File: src/rtl/wdt_pkg.sv
package wdt_pkg;

    localparam int unsigned WDT_CNT_W = 9;

    typedef enum logic [1:0] {
        WS_HOLD = 2'd0,
        WS_WAIT = 2'd1,
        WS_RUN  = 2'd2
    } wdt_state_e;

    typedef struct packed {
        logic hold;
        logic run;
        logic kick;
        logic tick;
    } wdt_ctl_t;

    function automatic logic arm_accepted(input logic auto_mode, input logic arm);
        return !auto_mode && arm;
    endfunction

    function automatic logic at_floor(input logic [31:0] value);
        return value <= 32'd1;
    endfunction

endpackage

File: src/rtl/wdt_start_fsm.sv
module wdt_start_fsm
    import wdt_pkg::*;
(
    input  logic clk,
    input  logic rst,
    input  logic ext_rst_i,
    input  logic auto_start_i,
    input  logic arm_pulse_i,
    output logic running_o
);

    wdt_state_e state_q;
    wdt_state_e state_d;

    always_comb begin
        state_d = state_q;
        if (ext_rst_i) begin
            state_d = WS_HOLD;
        end else begin
            unique case (state_q)
                WS_HOLD: state_d = auto_start_i ? WS_RUN : WS_WAIT;
                WS_WAIT: if (arm_accepted(auto_start_i, arm_pulse_i)) state_d = WS_RUN;
                WS_RUN:  state_d = WS_RUN;
                default: state_d = WS_HOLD;
            endcase
        end
    end

    always_ff @(posedge clk) begin
        if (rst) state_q <= WS_HOLD;
        else     state_q <= state_d;
    end

    assign running_o = (state_q == WS_RUN);

    // extended reset always forces the stopped state
    p_hold_r1: assert property (@(posedge clk) disable iff (rst)
        ext_rst_i |=> (state_q == WS_HOLD));

    // auto mode leaves hold straight into counting
    p_auto_start_r2: assert property (@(posedge clk) disable iff (rst)
        (state_q == WS_HOLD && !ext_rst_i && auto_start_i) |=> (state_q == WS_RUN));

    // armed mode parks in wait after release
    p_park_r3: assert property (@(posedge clk) disable iff (rst)
        (state_q == WS_HOLD && !ext_rst_i && !auto_start_i) |=> (state_q == WS_WAIT));

    // waiting persists without an arm pulse
    p_wait_r3: assert property (@(posedge clk) disable iff (rst)
        (state_q == WS_WAIT && !ext_rst_i && !arm_pulse_i) |=> (state_q == WS_WAIT));

    // an accepted arm pulse starts counting
    p_arm_r3: assert property (@(posedge clk) disable iff (rst)
        (state_q == WS_WAIT && !ext_rst_i && !auto_start_i && arm_pulse_i) |=> (state_q == WS_RUN));

    // once running, only extended reset stops it
    p_keep_run_r9: assert property (@(posedge clk) disable iff (rst)
        (state_q == WS_RUN && !ext_rst_i) |=> (state_q == WS_RUN));

endmodule

File: src/rtl/wdt_downcounter.sv
module wdt_downcounter
    import wdt_pkg::*;
#(
    parameter int unsigned CNT_W = WDT_CNT_W
) (
    input  logic             clk,
    input  logic             rst,
    input  wdt_ctl_t         ctl_i,
    input  logic [CNT_W-1:0] init_i,
    output logic [CNT_W-1:0] count_o,
    output logic             timeout_o
);

    logic [CNT_W-1:0] cnt_q;
    logic             fire_q;
    logic             reload;
    logic             expire;

    assign reload = ctl_i.hold || !ctl_i.run || ctl_i.kick;
    assign expire = !reload && ctl_i.tick && at_floor(32'(cnt_q));

    always_ff @(posedge clk) begin
        if (rst) begin
            cnt_q  <= init_i;
            fire_q <= 1'b0;
        end else begin
            fire_q <= expire;
            if (reload || expire) begin
                cnt_q <= init_i;
            end else if (ctl_i.tick) begin
                cnt_q <= cnt_q - 1'b1;
            end
        end
    end

    assign count_o   = cnt_q;
    assign timeout_o = fire_q;

    // stopped counter sits at the initial value, no timeout
    p_idle_load_r1: assert property (@(posedge clk) disable iff (rst)
        (!ctl_i.run || ctl_i.hold) |=> (cnt_q == $past(init_i) && !fire_q));

    // a tick above the floor decrements by one
    p_step_r5: assert property (@(posedge clk) disable iff (rst)
        (ctl_i.run && !ctl_i.hold && !ctl_i.kick && ctl_i.tick && cnt_q > 1)
        |=> (cnt_q == $past(cnt_q) - 1'b1));

    // no tick, no change
    p_hold_cnt_r5: assert property (@(posedge clk) disable iff (rst)
        (ctl_i.run && !ctl_i.hold && !ctl_i.kick && !ctl_i.tick) |=> $stable(cnt_q));

    // tick on the floor gives a pulse and a reload
    p_timeout_r6: assert property (@(posedge clk) disable iff (rst)
        (ctl_i.run && !ctl_i.hold && !ctl_i.kick && ctl_i.tick && cnt_q <= 1)
        |=> (fire_q && cnt_q == $past(init_i)));

    // clear wins over any tick
    p_kick_r7: assert property (@(posedge clk) disable iff (rst)
        (ctl_i.run && !ctl_i.hold && ctl_i.kick) |=> (!fire_q && cnt_q == $past(init_i)));

endmodule

File: src/rtl/retrig_wdt.sv
module retrig_wdt
    import wdt_pkg::*;
#(
    parameter int unsigned CNT_W = WDT_CNT_W
) (
    input  logic             clk,
    input  logic             rst,
    input  logic             ext_rst_i,
    input  logic             tick_i,
    input  logic             auto_start_i,
    input  logic             arm_pulse_i,
    input  logic             kick_pulse_i,
    input  logic [CNT_W-1:0] init_val_i,
    output logic             timeout_o,
    output logic             running_o,
    output logic [CNT_W-1:0] count_o
);

    logic     run;
    wdt_ctl_t ctl;

    wdt_start_fsm u_fsm (
        .clk          (clk),
        .rst          (rst),
        .ext_rst_i    (ext_rst_i),
        .auto_start_i (auto_start_i),
        .arm_pulse_i  (arm_pulse_i),
        .running_o    (run)
    );

    always_comb begin
        ctl.hold = ext_rst_i;
        ctl.run  = run;
        ctl.kick = kick_pulse_i;
        ctl.tick = tick_i;
    end

    wdt_downcounter #(.CNT_W(CNT_W)) u_cnt (
        .clk       (clk),
        .rst       (rst),
        .ctl_i     (ctl),
        .init_i    (init_val_i),
        .count_o   (count_o),
        .timeout_o (timeout_o)
    );

    assign running_o = run;

    // a timeout only follows a running cycle
    p_no_idle_timeout_r8: assert property (@(posedge clk) disable iff (rst)
        !run |=> !timeout_o);

endmodule

File: config.mk
export PLATFORM = sky130hd
export DESIGN_NAME = retrig_wdt
export DESIGN_NICKNAME = d
export VERILOG_FILES = /design/src/rtl/wdt_pkg.sv /design/src/rtl/wdt_start_fsm.sv /design/src/rtl/wdt_downcounter.sv /design/src/rtl/retrig_wdt.sv
export SDC_FILE = /design/constraint.sdc
export NUM_CORES = 1
export LEC_CHECK = 0
export ABC_AREA = 1
export CAP_MARGIN = 10
export CORE_MARGIN = 2
export CORE_UTILIZATION = 35
export DETAILED_ROUTE_END_ITERATION = 8
export GPL_TIMING_DRIVEN = 0
export HOLD_SLACK_MARGIN = 0.15
export SYNTH_ARGS = -nofsm -noshare
export SYNTH_HDL_FRONTEND = slang
export SYNTH_SLANG_ARGS = --single-unit
File: constraint.sdc
create_clock -name clk -period 1.9 [get_ports clk]
set_clock_uncertainty 0.05 [all_clocks]
set_input_delay 0.475 -clock clk [delete_from_list [all_inputs] [get_ports clk]]
set_output_delay 0.475 -clock clk [all_outputs]
set_load 0.02 [all_outputs]
# == Word level (Yosys, flattened, before mapping) ==
# Cells that the tools add are included.
# totals
word_cells,26
regBits,12
# op_classes
n_mux,6
n_addsub,1
reduce_logical,12
eq_ne,3
order_cmp,1
# ops
op,count
9-bit two-way mux,3
9-bit by 1-bit <= comparator with 1-bit output (second input constant),1
9-bit by 1-bit subtractor with 9-bit output (second input constant),1
2-bit one-hot mux with 3 select lines,1
2-bit two-way mux,2
1-bit logical AND,3
1-bit zero test,3
1-bit logical OR,3
3-bit nonzero test,1
2-bit by 1-bit == test with 1-bit output (second input constant),1
2-bit == test (second input constant),1
2-bit zero test,1
2-bit by 1-bit inequality test with 1-bit output (second input constant),1
2-bit OR reduction,1

# == Logic depth before layout (Yosys ltp) ==
# Gate-level depths: netlist of the first run.
# depth
depth_word,10
ltp_mapped,11
ltp_nobuf,11

# == Modules after synthesis ==
# From an unflattened synthesis of the first run, not the netlist that was laid out.
# unflattened
hier_cells,124
area_unflattened_um2,923.4
# by_module_without_submodules
module,n_inst,area_each_um2,cells_per_inst
wdt_downcounter,1,728.2,97
wdt_start_fsm,1,195.2,27

# == Least setup slack after synthesis of the first run ==
# No wires, ideal clock.
# synth_path
path_type,register -> register
start,reg u_fsm.state_q[0]
end,"reg u_cnt.cnt_q[0], in the netlist u_cnt.count_o[0] (enable)"
slack_ns,0.149
synth_period_minus_slack_ns,1.751
arrival_ns,1.362
stages_incl_launch_ff,6
path_cell_list,dfxtp_1 inv_1 ha_1 nand2_1 nor2_2 nand3_1
# synth_via
elab_chain_cells,9
# synth_lines
element,line_no,source
"start, declared",wdt_start_fsm.sv:12,wdt_state_e state_q;
"start signal, assigned",wdt_start_fsm.sv:31,else state_q <= state_d;
2-bit == test (*),wdt_start_fsm.sv:34,assign running_o = (state_q == WS_RUN);
named net running_o,retrig_wdt.sv:15,"output logic running_o,"
1-bit zero test (*),wdt_downcounter.sv:19,assign reload = ctl_i.hold || !ctl_i.run || ctl_i.kick;
1-bit logical OR (*) (2 in a row),wdt_downcounter.sv:19,
1-bit zero test,wdt_downcounter.sv:20,assign expire = !reload && ctl_i.tick && at_floor(32'(cnt_q));
1-bit logical AND (2 in a row),wdt_downcounter.sv:20,
1-bit logical OR (*),wdt_downcounter.sv:28,if (reload || expire) begin
3-bit nonzero test (no source line) (*),-,
"end signal, assigned",wdt_downcounter.sv:24,cnt_q <= init_i;
"end signal, assigned",wdt_downcounter.sv:29,cnt_q <= init_i;
"end signal, assigned",wdt_downcounter.sv:31,cnt_q <= cnt_q - 1'b1;
"end, declared",wdt_downcounter.sv:14,logic [CNT_W-1:0] cnt_q;
# The timed path passes the listed nets; every way through them passes the cells marked *.
# A chain may end at the register's enable or synchronous reset.

# == Worst setup path in the final report of the first run ==
# layout_path
start,"reg u_cnt.cnt_q[3], in the netlist u_cnt.count_o[3]"
end,out count_o[3]
# layout_rtl
element,line_no,source
"end, declared",retrig_wdt.sv:16,output logic [CNT_W-1:0] count_o
# No word-level cell between the ends.

==> results of run 1 <==
cells by family (layout without fill, tap and decap cells):
family          count (synthesis)  count (layout)
xor+xnor                        2               2
fa+ha+maj                       6               6
flops                          12              12
compound gates                 13              13
simple gates                   57              57
buf+inv                        19              49
metrics by stage:
step / setup TNS [ns] / setup WS [ns] / power (mW)
global placement: -5.59 / -0.461 / 0.474
finish: 0 / 0.0600 / 0.637
global route: -0.00494 / -0.00494 / 0.671
detailed placement: -5.61 / -0.438 / 0.479
CTS: 0 / 0.0114 / 0.644
floorplan: 0 / 0.149 / 0.405
timing repair:
| action | in CTS | in global routing |
|---|---|---|
| endpoints found under the hold margin | 0 | 0 |
| endpoints found under the setup margin | 12 | 21 |
| gates resized for setup | 4 | 6 |
synthesized netlist by cell type (3+ instances only):
| master | instances | area, sq um |
|---|---|---|
| a21oi_1 | 3 | 15.0 |
| inv_1 | 18 | 67.6 |
| o21ai_0 | 6 | 30.0 |
| nand2_1 | 22 | 82.6 |
| ha_1 | 6 | 75.1 |
| nand3_1 | 8 | 40.0 |
| nand2_2 | 12 | 75.1 |
| edfxtp_1 | 9 | 270 |
| o21ai_2 | 4 | 35.0 |
| dfxtp_1 | 3 | 60.1 |
| nor2_1 | 7 | 26.3 |
layout make-up:
type	instances	area (sq um)
flip-flops and latches	12	330
multi-input cells	78	494
inverters	18	67.6
well taps	30	37.5
plain buffers	1	20.0
clock buffers	4	26.3
repair buffers	26	267
fillers	243	1210
sequential cells by signal, indices dropped and copies added (netlist names):
register	cells
u_cnt.count_o	9
u_fsm.state_q	2
u_cnt.timeout_o	1
where the power goes:
group / switching [mW] / internal (mW) / leakage [nW]
registers: 0.0193 / 0.298 / 0.120
clock network: 0.0867 / 0.0814 / 0.0150
logic: 0.0743 / 0.0774 / 0.469
final timing paths:
path | from | end | slack [ns] | cells past startpoint
setup reg to reg | u_cnt.count_o[0] | u_cnt.count_o[8] | 0.20 | 9
hold reg to reg | u_fsm.state_q[0] | u_fsm.state_q[0] | 0.55 | 2
setup / recovery | u_cnt.count_o[3] | count_o[3] | 0.06 | 1
hold / removal | u_fsm.state_q[0] | u_fsm.state_q[0] | 0.55 | 2
metal layers:
metal | vias up | global-route usage (%) | part of all wire (%) | routed length (um)
met5 | - | 0 | 0 | 0
met4 | 0 | 3.75 | 1.4 | 25
met3 | 4 | 5.74 | 5.7 | 105
met2 | 21 | 27.4 | 52 | 961
met1 | 352 | 15.6 | 41 | 756
li1 | 404 | - | - | -
==> metrics.csv, run 1 <==
stage;metric;value;unit
status;status;finished, final reports clean;
setup_path;crit path buf inv count;1;
synth;main combinational cell family by area after synthesis;simple AND/OR/NAND/NOR gates;
setup_path;family with the most delay on the worst path;buffers and inverters;
clock_tree;clk buf depth;2;
sta;Final Hold Violating Endpoints;0;
sta;worst slew pin tran;0.415;ns
setup_path;CP max-delay cell;clkdlybuf4s50_1;
die;num ports;27;
sta;setup violators final;0;
synth;Async SR Flop Fraction;0;%
setup_path;Cell Chain, Critical Path;clkdlybuf4s50_1;
layout;# diodes;0;
synth;mux cell area share after synthesis;0;%
grt;initial antenna violation count;0;
synth;Syn Inst Count;109;
sta;RSZ-0062 raised after global routing;true;
detailed_routing;DRC;0;
synth;YS warnings;0;
grt;pin count of the biggest net entering global routing;11;
placement;DP HPWL;1460;um
layout;Final Util;50.6;%
synth;Synth Cell Area;900;sq um
clock_tree;CTS H-tree lvls;1;
placement;Area after DPL;0.00120;sq mm
die;core area;0.00245;sq mm
synth;EDFF count, synth;9;
placement;# placed instances;165;
grt;first-pass GRT wire length;3090;um
clock_tree;CTS root buf;clkbuf_4;
die;die width;54.7;um
setup_path;CP Launch Type;register;
layout;fin nets;162;
detailed_routing;vias post-DR;781;
setup_path;crit-path max cell delay;0.63;ns
detailed_routing;routed len/inst;10.9;um
clock_tree;hold buffer count at cts;0;
detailed_routing;Initial DRC Count;9;
layout;commonest non-fill, non-tap cell in the layout;nand2_1;
clock_tree;TritonCTS Buffers;3;
detailed_routing;Detail Route Antenna Nets;0;
layout;Finished Layout Cells;169;
grt;vias in the first global route;774;
sta;Final Slew Violations;0;
detailed_routing;final WL;1850;um
synth;Synth Area in Adders;8.34;%
layout;post-route cell area;0.00124;sq mm
power;Lkg Pwr;0.604;nW
synth;Unique masters post-synth;19;
setup_path;Critical Path Sink Type;output port;
job;number of max-cap violations;0;
layout;fraction of layout cells with a size suffix above 1;21.6;%
setup_path;CP required;1.37;ns
sta;Final period util;96.8;%
synth;XOR/XNOR share of the synthesized area;1.95;%
synth;compound-cell area share of the yosys netlist;8.90;%
die;die area;0.00299;sq mm
synth;mean area per synthesized cell;8.25;sq um
setup_path;Max FO, Critical Path;4;
sta;post-layout minimum cycle time;1.84;ns
clock_tree;clock sink count;12;
sta;Worst Hold Margin;0.546;ns
detailed_routing;TritonRoute pass-1 iters;4;
layout;P&R area growth vs syn;38.1;%
detailed_routing;drt via density;4.62;
layout;most frequent cells in the layout;nand2_1 (22), clkdlybuf4s50_1 (19), inv_1 (18);
synth;Seq/Total Area, Yosys;36.7;%
synth;main flop type after synthesis;edfxtp_1;
grt;GRT Overall Usage;14.9;%
power;P per Cell Area;513;mW/mm^2
die;Die Y;54.7;um
synth;Simple-Gate Fraction of Synth Area;34.4;%
synth;Post-Syn Nets;131;
placement;port buffer count;26;
placement;RePlAce Congestion;0.808;
power;maximum vdd drop;0.357;mV
clock_tree;latest clock arrival within the worst-skew pair;0.27;ns
sta;Rel. slew slack;72.0;%
setup_path;crit path DAT;1.31;ns
sta;fmax;543;MHz
worst_hold_path;worst hold path class;register to register;
die;Starting Density;36.6;%
die;row cnt;18;
grt;gr ovfl total;0;
clock_tree;Post CTS Setup Buffer Count;0;
clock_tree;clock-pin slew on the worst setup and hold paths;0.08;ns
setup_path;critical path class;register to output port;
clock_tree;CTS tree;done;
synth;#FFs+latches synth;12;
Power figures use the tool's default switching activity.
==> run 2: changes to the inputs <==
--- a/config.mk
+++ b/config.mk
@@ -10,8 +10,9 @@
 export CORE_MARGIN = 2
 export CORE_UTILIZATION = 35
 export DETAILED_ROUTE_END_ITERATION = 8
-export GPL_TIMING_DRIVEN = 0
+export GPL_TIMING_DRIVEN = 1
 export HOLD_SLACK_MARGIN = 0.15
 export SYNTH_ARGS = -nofsm -noshare
 export SYNTH_HDL_FRONTEND = slang
 export SYNTH_SLANG_ARGS = --single-unit
+export TNS_END_PERCENT = 1
==> metrics.csv, run 2 (synthesis results as in run 1) <==
stage;metric;value;unit;change
detailed_routing;vias post-DR;775;;-0.77%
setup_path;CP required;1.37;ns;about the same
die;row cnt;18;;unchanged
setup_path;Critical Path Sink Type;output port;;
grt;GRT Overall Usage;14.4;%;-0.51 points
clock_tree;hold buffer count at cts;0;;unchanged
sta;Final Slew Violations;0;;unchanged
power;maximum vdd drop;0.375;mV;+4.9%
power;Lkg Pwr;0.614;nW;+1.7%
sta;post-layout minimum cycle time;1.87;ns;+0.0277 ns
detailed_routing;Detail Route Antenna Nets;0;;unchanged
die;Die Y;54.7;um;unchanged
layout;commonest non-fill, non-tap cell in the layout;nand2_1;;
sta;RSZ-0062 raised after global routing;false;;
setup_path;critical path class;register to output port;;
setup_path;Cell Chain, Critical Path;clkdlybuf4s50_1;;
layout;fin nets;167;;+3.1%
detailed_routing;Initial DRC Count;6;;-3
clock_tree;CTS tree;done;;
worst_hold_path;worst hold path class;register to register;;
layout;number of flip-flops in the largest register;9;;unchanged
setup_path;crit path buf inv count;1;;unchanged
die;Starting Density;36.6;%;unchanged
clock_tree;CTS root buf;clkbuf_4;;
layout;# diodes;0;;unchanged
setup_path;family with the most delay on the worst path;buffers and inverters;;
grt;met2 Use GR;25.8;%;-1.6 points
setup_path;crit-path max cell delay;0.63;ns;about the same
grt;vias in the first global route;748;;-3.4%
die;die area;0.00299;sq mm;unchanged
placement;port buffer count;26;;unchanged
sta;Final Hold Violating Endpoints;0;;unchanged
die;core area;0.00245;sq mm;unchanged
clock_tree;clock sink count;12;;unchanged
setup_path;CP max-delay cell;clkdlybuf4s50_1;;
clock_tree;CTS resizes;4;;unchanged
sta;setup violators final;0;;unchanged
sta;worst slew pin tran;0.391;ns;-0.0236 ns
clock_tree;latest clock arrival within the worst-skew pair;0.29;ns;+0.02 ns
job;number of max-cap violations;0;;unchanged
sta;Worst Hold Margin;0.533;ns;-0.0137 ns
sta;fmax;535;MHz;-1.5%
status;status;finished, final reports clean;;
sta;Rel. slew slack;73.6;%;+1.6 points
grt;routing usage on met1;15.8;%;+0.18 points
clock_tree;clk buf depth;2;;unchanged
die;num ports;27;;unchanged
layout;fill cell count;269;;+11%
setup_path;Max FO, Critical Path;4;;unchanged
grt;gr ovfl total;0;;unchanged
detailed_routing;DRC;0;;unchanged
detailed_routing;TritonRoute pass-1 iters;4;;unchanged
placement;# placed instances;170;;+3.0%
layout;most frequent cells in the layout;nand2_1 (22), clkdlybuf4s50_1 (19), inv_1 (18);;
die;die width;54.7;um;unchanged
detailed_routing;final WL;1810;um;-2.3%
layout;Finished Layout Cells;174;;+3.0%
grt;first-pass GRT wire length;3000;um;-2.9%
clock_tree;clock-pin slew on the worst setup and hold paths;0.08;ns;about the same
layout;fraction of layout cells with a size suffix above 1;23.6;%;+2.0 points
layout;P&R area growth vs syn;40.3;%;
detailed_routing;drt via density;4.45;;-3.6%
grt;initial antenna violation count;0;;unchanged
detailed_routing;routed len/inst;10.4;um;-5.1%
clock_tree;TritonCTS Buffers;3;;unchanged
setup_path;crit path DAT;1.34;ns;+0.03 ns
setup_path;CP Launch Type;register;;
grt;pin count of the biggest net entering global routing;14;;+3
clock_tree;CTS H-tree lvls;1;;unchanged
power;P per Cell Area;512;mW/mm^2;about the same
grt;Top Usage Layer GRT;met2;;
placement;DP HPWL;1470;um;+0.98%
sta;Final period util;98.3;%;+1.5 points
grt;GRT met3 Usage;2.73;%;-3.0 points
clock_tree;Post CTS Setup Buffer Count;0;;unchanged
placement;RePlAce Congestion;0.787;;-2.7%
## run 2: per-layer routing
layer  up-vias  part of all wire [%]
li1        415                     -
met1       342                    43
met2        16                    50
met3         2                   4.8
met4         0                   1.9
met5         -                     0
## run 2: stage by stage
step / TNS (ns) / utilization, % / setup slack [ns] / total power [mW] / area (sq um)
2_1_floorplan: 0 / - / 0.149 / 0.405 / 900
3_3_place_gp: -0.896 / 49.8 / -0.0887 / 0.476 / 1220
3_5_place_dp: -1.18 / 49.8 / -0.114 / 0.479 / 1220
4_1_cts: 0 / 50.7 / 0.0162 / 0.655 / 1240
5_1_grt: 0 / 51.4 / 0.00134 / 0.687 / 1260
6_report: 0 / 51.4 / 0.0323 / 0.647 / 1260
## run 2: worst paths after layout
kind	from	end	slack, ns	cells past startpoint
setup / recovery	u_cnt.count_o[2]	count_o[2]	0.03	1
hold / removal	u_fsm.state_q[1]	u_fsm.state_q[1]	0.53	2
setup reg to reg	u_cnt.count_o[1]	u_cnt.count_o[3]	0.20	9
hold reg to reg	u_fsm.state_q[1]	u_fsm.state_q[1]	0.53	2
## run 2: power by group
part           internal, mW  switching (mW)
logic                0.0777          0.0734
clock network        0.0817          0.0976
registers             0.298          0.0187
total                 0.457           0.190
## run 2: layout make-up
class | instances | area [sq um] | share of cell area (%)
multi-input combinational | 78 | 493 | 39.0
sequential | 12 | 330 | 26.2
timing repair buffer | 32 | 308 | 24.4
inverter | 18 | 67.6 | 5.35
tap | 30 | 37.5 | 2.97
clock buffer | 4 | 26.3 | 2.08
==> run 3: changes to the inputs <==
==> constraint.sdc (replaced) <==
create_clock -name clk -period 2.4 [get_ports clk]
set_clock_uncertainty 0.05 [all_clocks]
set_input_delay 0.6 -clock clk [delete_from_list [all_inputs] [get_ports clk]]
set_output_delay 0.6 -clock clk [all_outputs]
set_load 0.02 [all_outputs]
==> metrics.csv, run 3 (synthesis results as in run 1) <==
stage;metric;value;unit;change
detailed_routing;Initial DRC Count;8;;+2
sta;worst slew pin tran;0.362;ns;-0.0297 ns
power;maximum vdd drop;0.226;mV;-40%
placement;port buffer count;26;;unchanged
detailed_routing;final WL;1860;um;+2.8%
worst_hold_path;worst hold path class;register to register;;
grt;pin count of the biggest net entering global routing;14;;unchanged
worst_hold_path;hold_sp;u_fsm.state_q[0];;
setup_path;CP required;1.75;ns;+0.38 ns
sta;setup violators final;0;;unchanged
clock_tree;CTS H-tree lvls;1;;unchanged
power;Logic pwr share;24.1;%;+0.7 points
clock_tree;latest clock arrival within the worst-skew pair;0.27;ns;-0.02 ns
grt;vias in the first global route;734;;-1.9%
grt;gr ovfl total;0;;unchanged
grt;initial antenna violation count;0;;unchanged
clock_tree;clock-pin slew on the worst setup and hold paths;0.09;ns;about the same
layout;most frequent cells in the layout;clkdlybuf4s50_1 (26), nand2_1 (22), inv_1 (18);;
layout;number of flip-flops in the largest register;9;;unchanged
power;Reg power frac;49.3;%;+0.4 points
setup_path;crit path DAT;1.49;ns;+0.15 ns
sta;Final Hold Violating Endpoints;0;;unchanged
clock_tree;Post CTS Setup Buffer Count;0;;unchanged
layout;fill cell count;260;;-3.3%
power;P per Cell Area;418;mW/mm^2;-18%
setup_path;crit-path max cell delay;0.54;ns;-0.09 ns
setup_path;Cell Chain, Critical Path;inv_1, ha_1, clkdlybuf4s50_1;;
sta;Rel. slew slack;75.6;%;+2.0 points
placement;DP HPWL;1530;um;+4.2%
power;Sw Share;28.6;%;-0.71 points
detailed_routing;drt via density;4.52;;+1.6%
setup_path;critical path class;register to output port;;
setup_path;crit path launch;u_fsm.state_q[0];;
detailed_routing;DRC;0;;unchanged
setup_path;Critical Path Sink Type;output port;;
clock_tree;clk buf depth;2;;unchanged
clock_tree;CTS root buf;clkbuf_4;;
clock_tree;hold buffer count at cts;0;;unchanged
sta;post-layout minimum cycle time;2.14;ns;
die;core area;0.00245;sq mm;unchanged
detailed_routing;routed len/inst;10.9;um;+5.2%
sta;RSZ-0062 raised after global routing;false;;
power;Lkg Pwr;0.558;nW;-9.1%
setup_path;worst r2r src;u_cnt.count_o[0];;
clock_tree;CTS tree;done;;
placement;RePlAce Congestion;0.813;;+3.3%
setup_path;Max FO, Critical Path;4;;unchanged
job;number of max-cap violations;0;;unchanged
placement;Area after DPL;0.00119;sq mm;-2.5%
layout;fin nets;163;;-2.4%
setup_path;CP max-delay cell;clkdlybuf4s50_1;;
power;Power Total;0.510;mW;-21%
layout;commonest non-fill, non-tap cell in the layout;clkdlybuf4s50_1;;
clock_tree;TritonCTS Buffers;3;;unchanged
layout;fraction of layout cells with a size suffix above 1;20.7;%;-2.9 points
status;status;finished, final reports clean;;
die;row cnt;18;;unchanged
layout;P&R area growth vs syn;35.5;%;
detailed_routing;vias post-DR;769;;-0.77%
die;die area;0.00299;sq mm;unchanged
grt;GRT Overall Usage;14.1;%;-0.24 points
die;Die Y;54.7;um;unchanged
detailed_routing;Detail Route Antenna Nets;0;;unchanged
die;Starting Density;36.6;%;unchanged
layout;# diodes;0;;unchanged
sta;final setup TNS;0;ns;unchanged
setup_path;CP Launch Type;register;;
sta;Final period util;89.2;%;
power;Pint;0.364;mW;-20%
power;Clk pwr share;26.6;%;-1.1 points
sta;fmax;467;MHz;
clock_tree;CTS resizes;0;;-4
die;num ports;27;;unchanged
die;die width;54.7;um;unchanged
sta;Final Slew Violations;0;;unchanged
layout;post-route cell area;0.00122;sq mm;-3.5%
detailed_routing;TritonRoute pass-1 iters;4;;unchanged
grt;first-pass GRT wire length;3000;um;unchanged
power;Psw;0.146;mW;-23%
clock_tree;clock sink count;12;;unchanged
[run 3: cell count changes in the layout (fill, tap and decap cells not counted)]
| cell | before | now |
|---|---|---|
| nor2_2 | 3 | 2 |
| nor2_1 | 6 | 7 |
| buf_4 | 6 | 2 |
| clkdlybuf4s50_1 | 19 | 26 |
| nand2_4 | 1 | 2 |
| nand2_8 | 1 | 0 |
| dlygate4sd2_1 | 4 | 0 |
| dlymetal6s2s_1 | 3 | 0 |
[run 3: layout make-up]
class                   instances  area [sq um]  area share [%]
multi-input cells              78           482            39.5
flip-flops and latches         12           330            27.1
repair buffers                 28           275            22.6
inverters                      18          67.6            5.54
well taps                      30          37.5            3.08
clock buffers                   4          26.3            2.16
[run 3: final timing paths]
kind,slack (ns),depth (start not counted),endpoint
max,0.26,3,running_o
max reg2reg,0.57,9,u_cnt.count_o[6]
min,0.55,2,u_fsm.state_q[0]
min reg2reg,0.55,2,u_fsm.state_q[0]
[run 3: per-stage QoR]
stage                     hold WS, ns  utilization, %  worst slack, ns  instances
after CTS                       0.550            49.6            0.244        170
after global routing            0.608            49.6            0.190        170
final                           0.551            49.6            0.258        170
after floorplan                 0.495               -            0.649        109
after global placement          0.526            48.6            0.242        166
after detailed placement        0.538            48.6            0.211        166
[run 3: power by group through the flow]
stage	clock network [mW]	registers, mW	logic (mW)
CTS	0.139	0.251	0.124
detailed placement	0	0.256	0.124
floorplan	0	0.266	0.0552
global route	0.144	0.254	0.136
finish	0.136	0.251	0.123
global placement	0	0.255	0.121
[run 3: metal layers]
layer,share of wire (%),up-vias,routed length [um],global-route usage [%]
li1,-,407,-,-
met1,42,346,789,15.9
met2,52,14,971,26.0
met3,4.6,2,86,2.73
met4,0.54,0,10,5.00
met5,0,-,0,0
[run 3: worst max-delay path: cells and delay by family (launching register included)]
family / cells / cell delay, ns
adder cells (fa/ha/maj): 1 / 0.21
flip-flops: 1 / 0.39
buffers and inverters: 2 / 0.62
